===== src/rtl/lsr_pkg.sv =====
package lsr_pkg;
  localparam int TAG_W   = 3;
  localparam int TAG_PAR = 0;
  localparam int TAG_FRM = 1;
  localparam int TAG_BRK = 2;

  typedef struct packed {
    logic flush;
    logic push;
    logic overwrite;
    logic pop;
    logic setOverrun;
    logic revealIn;
    logic revealNext;
    logic clrSticky;
    logic rfeSet;
    logic rfeClr;
    logic countUp;
    logic countDown;
  } lsrCtl_t;
endpackage


===== src/rtl/lsr_control.sv =====
module lsr_control
  import lsr_pkg::*;
#(
  parameter int DEPTH = 16,
  localparam int CNT_W = $clog2(DEPTH + 1)
) (
  input  logic             clk,
  input  logic             rstN,
  input  logic             fifoEn,
  input  logic             rxValid,
  input  logic [TAG_W-1:0] rxTag,
  input  logic             rxPop,
  input  logic             statusRd,
  input  logic [CNT_W-1:0] count,
  input  logic [CNT_W-1:0] errCnt,
  input  logic [TAG_W-1:0] headTag,
  output lsrCtl_t          ctl
);
  logic modeFifo;
  logic flush, empty, full, popOk, arrive;

  always_ff @(posedge clk or negedge rstN) begin
    if (!rstN) modeFifo <= 1'b0;
    else       modeFifo <= fifoEn;
  end

  always_comb begin
    flush  = (fifoEn != modeFifo);
    empty  = (count == '0);
    full   = modeFifo ? (count == CNT_W'(DEPTH)) : (count == CNT_W'(1));
    popOk  = rxPop && !empty && !flush;
    arrive = rxValid && !flush;

    ctl            = '0;
    ctl.flush      = flush;
    ctl.pop        = popOk;
    ctl.push       = arrive && (!full || popOk);
    ctl.overwrite  = arrive && full && !popOk && !modeFifo;
    ctl.setOverrun = arrive && full && !popOk;
    ctl.revealIn   = (ctl.push && (empty || (popOk && count == CNT_W'(1)))) || ctl.overwrite;
    ctl.revealNext = popOk && (count > CNT_W'(1));
    ctl.clrSticky  = statusRd;
    ctl.countUp    = modeFifo && ctl.push && (|rxTag);
    ctl.countDown  = modeFifo && popOk && (|headTag);
    ctl.rfeSet     = ctl.countUp;
    ctl.rfeClr     = flush || !modeFifo ||
                     (statusRd && ((errCnt == '0) ||
                                   ((errCnt == CNT_W'(1)) && (|headTag))));
  end
endmodule


===== src/rtl/lsr_datapath.sv =====
module lsr_datapath
  import lsr_pkg::*;
#(
  parameter int DEPTH    = 16,
  parameter int DATA_W   = 8,
  parameter int STATUS_W = 32,
  localparam int CNT_W   = $clog2(DEPTH + 1),
  localparam int PTR_W   = (DEPTH > 1) ? $clog2(DEPTH) : 1
) (
  input  logic                clk,
  input  logic                rstN,
  input  lsrCtl_t             ctl,
  input  logic [DATA_W-1:0]   rxData,
  input  logic [TAG_W-1:0]    rxTag,
  input  logic                fifoEn,
  input  logic                progThreEn,
  input  logic                txHoldEmpty,
  input  logic                txShiftEmpty,
  input  logic                txFifoFull,
  output logic [CNT_W-1:0]    count,
  output logic [CNT_W-1:0]    errCnt,
  output logic [TAG_W-1:0]    headTag,
  output logic [DATA_W-1:0]   rxHead,
  output logic [STATUS_W-1:0] statusWord
);
  logic [DATA_W-1:0] dataMem [DEPTH];
  logic [TAG_W-1:0]  tagMem  [DEPTH];
  logic [PTR_W-1:0]  wrPtr, rdPtr, wrAddr;
  logic [TAG_W-1:0]  nextTag, revealTag, errSticky;
  logic              overrunQ, rfeQ, threQ, temtQ;

  function automatic logic [PTR_W-1:0] bump(input logic [PTR_W-1:0] p);
    return (p == PTR_W'(DEPTH - 1)) ? '0 : p + 1'b1;
  endfunction

  assign wrAddr  = ctl.overwrite ? rdPtr : wrPtr;
  assign headTag = tagMem[rdPtr];
  assign nextTag = tagMem[bump(rdPtr)];
  assign rxHead  = dataMem[rdPtr];

  always_ff @(posedge clk) begin
    if (ctl.push || ctl.overwrite) begin
      dataMem[wrAddr] <= rxData;
      tagMem[wrAddr]  <= rxTag;
    end
  end

  always_ff @(posedge clk or negedge rstN) begin
    if (!rstN) begin
      wrPtr  <= '0;
      rdPtr  <= '0;
      count  <= '0;
      errCnt <= '0;
    end else if (ctl.flush) begin
      wrPtr  <= '0;
      rdPtr  <= '0;
      count  <= '0;
      errCnt <= '0;
    end else begin
      if (ctl.push) wrPtr <= bump(wrPtr);
      if (ctl.pop)  rdPtr <= bump(rdPtr);
      count  <= count + CNT_W'(ctl.push) - CNT_W'(ctl.pop);
      errCnt <= errCnt + CNT_W'(ctl.countUp) - CNT_W'(ctl.countDown);
    end
  end

  always_comb begin
    revealTag = '0;
    if (ctl.revealIn)        revealTag = rxTag;
    else if (ctl.revealNext) revealTag = nextTag;
  end

  for (genvar g = 0; g < TAG_W; g++) begin : g_sticky
    logic flagQ;
    always_ff @(posedge clk or negedge rstN) begin
      if (!rstN) flagQ <= 1'b0;
      else       flagQ <= (flagQ & ~ctl.clrSticky) | revealTag[g];
    end
    assign errSticky[g] = flagQ;
  end

  always_ff @(posedge clk or negedge rstN) begin
    if (!rstN) begin
      overrunQ <= 1'b0;
      rfeQ     <= 1'b0;
      threQ    <= 1'b1;
      temtQ    <= 1'b1;
    end else begin
      overrunQ <= (overrunQ & ~ctl.clrSticky) | ctl.setOverrun;
      if (ctl.rfeSet)      rfeQ <= 1'b1;
      else if (ctl.rfeClr) rfeQ <= 1'b0;
      threQ <= (progThreEn && fifoEn) ? txFifoFull : txHoldEmpty;
      temtQ <= txHoldEmpty && txShiftEmpty;
    end
  end

  always_comb begin
    statusWord    = '0;
    statusWord[0] = (count != '0);
    statusWord[1] = overrunQ;
    statusWord[2] = errSticky[TAG_PAR];
    statusWord[3] = errSticky[TAG_FRM];
    statusWord[4] = errSticky[TAG_BRK];
    statusWord[5] = threQ;
    statusWord[6] = temtQ;
    statusWord[7] = rfeQ;
  end
endmodule


===== src/rtl/uart_lsr_tracker.sv =====
module uart_lsr_tracker
  import lsr_pkg::*;
#(
  parameter int DEPTH  = 16,
  parameter int DATA_W = 8
) (
  input  logic              clk,
  input  logic              rstN,
  input  logic              fifoEn,
  input  logic              progThreEn,
  input  logic              rxValid,
  input  logic [DATA_W-1:0] rxData,
  input  logic              rxParErr,
  input  logic              rxFrmErr,
  input  logic              rxBreak,
  input  logic              rxPop,
  output logic [DATA_W-1:0] rxHead,
  input  logic              txHoldEmpty,
  input  logic              txShiftEmpty,
  input  logic              txFifoFull,
  input  logic              statusRd,
  output logic [31:0]       statusWord
);
  localparam int CNT_W = $clog2(DEPTH + 1);

  lsrCtl_t          ctl;
  logic [TAG_W-1:0] rxTag, headTag;
  logic [CNT_W-1:0] count, errCnt;

  always_comb begin
    rxTag          = '0;
    rxTag[TAG_PAR] = rxParErr;
    rxTag[TAG_FRM] = rxFrmErr;
    rxTag[TAG_BRK] = rxBreak;
  end

  lsr_control #(.DEPTH(DEPTH)) i_ctrl (
    .clk(clk), .rstN(rstN), .fifoEn(fifoEn), .rxValid(rxValid), .rxTag(rxTag),
    .rxPop(rxPop), .statusRd(statusRd), .count(count), .errCnt(errCnt),
    .headTag(headTag), .ctl(ctl)
  );

  lsr_datapath #(.DEPTH(DEPTH), .DATA_W(DATA_W), .STATUS_W(32)) i_dp (
    .clk(clk), .rstN(rstN), .ctl(ctl), .rxData(rxData), .rxTag(rxTag),
    .fifoEn(fifoEn), .progThreEn(progThreEn), .txHoldEmpty(txHoldEmpty),
    .txShiftEmpty(txShiftEmpty), .txFifoFull(txFifoFull), .count(count),
    .errCnt(errCnt), .headTag(headTag), .rxHead(rxHead), .statusWord(statusWord)
  );
endmodule


===== config.mk =====
export PLATFORM = sky130hd
export DESIGN_NAME = uart_lsr_tracker
export DESIGN_NICKNAME = d
export VERILOG_FILES = /design/src/rtl/lsr_pkg.sv /design/src/rtl/lsr_control.sv /design/src/rtl/lsr_datapath.sv /design/src/rtl/uart_lsr_tracker.sv
export SDC_FILE = /design/constraint.sdc
export NUM_CORES = 1
export LEC_CHECK = 0
export ABC_AREA = 1
export ABC_CLOCK_PERIOD_IN_PS = 4400
export BUFFER_PORTS_ARGS = -buffer_cell sky130_fd_sc_hd__buf_2
export CORE_MARGIN = 2
export CORE_UTILIZATION = 65
export CTS_CLUSTER_DIAMETER = 80
export CTS_CLUSTER_SIZE = 24
export DETAILED_ROUTE_END_ITERATION = 10
export PLACE_DENSITY = 0.89
export SETUP_SLACK_MARGIN = 0.05
export SYNTH_ARGS = -nofsm -noshare
export SYNTH_HDL_FRONTEND = slang
export SYNTH_HIERARCHICAL = 1
export SYNTH_SLANG_ARGS = --single-unit

===== constraint.sdc =====
create_clock -name clk -period 4.4 [get_ports clk]
set_input_delay 0.88 -clock clk [delete_from_list [all_inputs] [get_ports clk]]
set_output_delay 0.88 -clock clk [all_outputs]
set_load 0.01 [all_outputs]

==> reports/metrics.yaml <==
cts:
  clkSinkCount: 202
  cts_tree: "done"
  cts_hold_buf: 0
  cts_setup_buffers: 0
  htreeDepth: 1
  insertion_delay_ps: 480
  clock_path_buffers: 3
  cts_inserted_buffers: 12
  root_buffer: "clkbuf_16"
  cts_resized: 0
  cts.clk_slew.worst_paths_ps: 100
synth:
  syn_area_per_cell_um2: 10.6
  synthCells: 884
  synth_warnings: 6
  async_flop_share_pct: 12.9
  synth_seq_cells: 202
  synth_ff_type: "edfxtp_1"
  synth_edf_count: 176
  ys_types: 37
  yosysSeqAreaShare_pct: 63.6
  synthesis.area_mm2: 0.00934
sta:
  fmax_mhz: 274
  fin_worst_skew_ps: 15.8
  maxSlewViolCount: 0
  setup_tns_ps: 0
  finalCriticalPeriod_ps: 3650
  tightest_slew_ps: 609
  slew_headroom_pct: 59.4
  hold_viol: 0
  rsz0062_at_grt: "no"
  fin_crit_sh_pct: 83.0
  finalSetupViolCount: 0
cells_and_area:
  drive_gt1_share_pct: 10.2
  fin_nets: 943
  antenna_cells: 0
  mostFrequentLayoutCells: "edfxtp_1, nor2_1, nand2_1, nand3_1, o21ai_0"
  area.growth.synth_to_final_pct: 6.06
  fillCellCount: 906
  layout_commonest_cell: "edfxtp_1"
critical_path:
  cp-start-kind: "flip-flop"
  endpoint_kind: "flip-flop"
  worstReg2RegStart: "i_dp/rdPtr[0]"
  worst-setup-path-type: "reg -> reg"
  critical_path_required_ps: 4740
  reg2reg_to: "i_dp/errCnt[4]"
  path_max_fanout: 33
  cp.arrival_ps: 3990
  r2r_cells: 17
  rrSetupSlack_ps: 750
power:
  p_leak_nw: 3.81
  p_total_w: 0.00449
  peakVddDrop_mv: 0.323
  powerDensity_mw_per_mm2: 453
floorplanning:
  dieArea_mm2: 0.0153
  ioPinCount: 61
  coreArea_mm2: 0.0139
  die_h_um: 124
  row_count: 43
  start_util_pct: 67.0
  die_w_um: 124
detailed_routing:
  drt_iter0_markers: 1102
  firstDrtPassIters: 5
  drc_errors: 0
  detail_route.wirelength_um: 20900
  num_vias: 6742
  detail-route-antenna-nets: 0
  avgRoutedWirePerCell_um: 19.2
  vias_per_cell: 6.20
placement:
  place.port_buffers: 36
  place_congestion: 0.906
  hpwl_um: 13500
grt:
  grt_max_degree: 60
  grt_pass1_wl_um: 32600
  overflow: 0
  grt.total_usage_pct: 28.2
  antenna_found_initial: 0
  grt_pass1_vias: 6088
flow_run:
  max_cap_viol_count: 0
hold_path:
  hold_class: "in -> async"
outcome:
  status: "completed"
[power by group]
part | switching, W | internal (W)
combinational | 0.000771 | 0.000388
sequential | 0.0000565 | 0.00216
clock | 0.000596 | 0.000515
total | 0.00142 | 0.00307
[synthesized netlist by cell type, types with 16 or more instances]
cell type  number  area share (%)
buf_4          40             3.2
inv_1          50             2.0
dfrtp_1        24             6.4
nand2_1       123             4.9
buf_2          16            0.86
nand3_1       100             5.4
o22ai_1        20             1.3
nor2_1        140             5.6
edfxtp_1      176              57
a21oi_1        18            0.96
o21ai_0        65             3.5
clkbuf_1       20            0.80
[area by class of cell]
| type | instances | area (µm²) | area share, % |
|---|---|---|---|
| clock buffer | 14 | 308 | 3.11 |
| clock inverter | 2 | 32.5 | 0.329 |
| inverter | 53 | 201 | 2.03 |
| multi-input combinational | 575 | 2820 | 28.5 |
| sequential | 202 | 5940 | 60.0 |
| tap | 180 | 225 | 2.27 |
| timing repair buffer | 62 | 375 | 3.79 |
[worst max-delay path by stage]
stage	cells past startpoint	start	slack, ps	endpoint
3_5_place_dp	13	fifoEn	830	i_dp/dataMem[0][2]
2_1_floorplan	11	fifoEn	1290	i_dp/dataMem[0][0]
6_report	17	i_dp/rdPtr[0]	750	i_dp/errCnt[4]
5_1_grt	17	i_dp/rdPtr[0]	510	i_dp/errCnt[4]
3_3_place_gp	13	fifoEn	940	i_dp/dataMem[0][2]
4_1_cts	17	i_dp/rdPtr[0]	800	i_dp/errCnt[4]
[per-layer routing]
metal,up-vias,GRT usage [%],wire length [µm]
met4,0,7.46,446
li1,3062,-,-
met1,3152,42.9,8220
met3,48,5.36,2690
met5,-,0,0
met2,480,42.6,9500
[stage by stage]
step                instances  setup WS [ps]  cell area (µm²)  hold slack [ps]  utilization, %
global placement         1072            935             9560              462            68.6
CTS                      1088            803             9900              424            71.1
global route             1088            511             9900              437            71.1
detailed placement       1072            830             9560              489            68.6
floorplan                 907           1290             9420              454               -
finish                   1088            750             9900              404            71.1
[critical path, cell delays in order (launching register included)]
cell,delay (ps)
dfrtp_2,440
inv_2,410
buf_4,440
nor2_1,70
o211ai_1,190
o2111ai_1,160
o21ai_1,130
inv_1,70
a211oi_1,250
ha_1,190
inv_1,40
ha_1,200
fa_1,430
nand2_1,80
nand2_1,50
a21oi_1,140
xor2_1,170
nor2_1,60
[logic make-up (layout without fill, tap and decap cells)]
logic type / count (synthesis) / in the layout / share of synthesized area, %
AOI/OAI and AO/OA: 154 / 154 / 9.56
xor gates and xnor gates: 7 / 7 / 0.657
adders and majority gates: 16 / 16 / 2.31
buffers and inverters: 130 / 131 / 7.12
DFF: 202 / 202 / 63.6
other: 1 / 24 / 0.0402
and+or+nand+nor: 374 / 374 / 16.7
[state kept, by name (all words and copies together) (netlist names)]
signal,cells
i_dp/tagMem,48
i_dp/dataMem,128
i_dp/errCnt,5
i_dp/overrunQ,1
i_dp/rfeQ,1
i_ctrl/modeFifo,1
i_dp/rdPtr,4
i_dp/count,5
i_dp/g_sticky.flagQ,3
i_dp/wrPtr,4
i_dp/threQ,1
i_dp/temtQ,1
No activity file was read; power rests on OpenSTA's default activity.
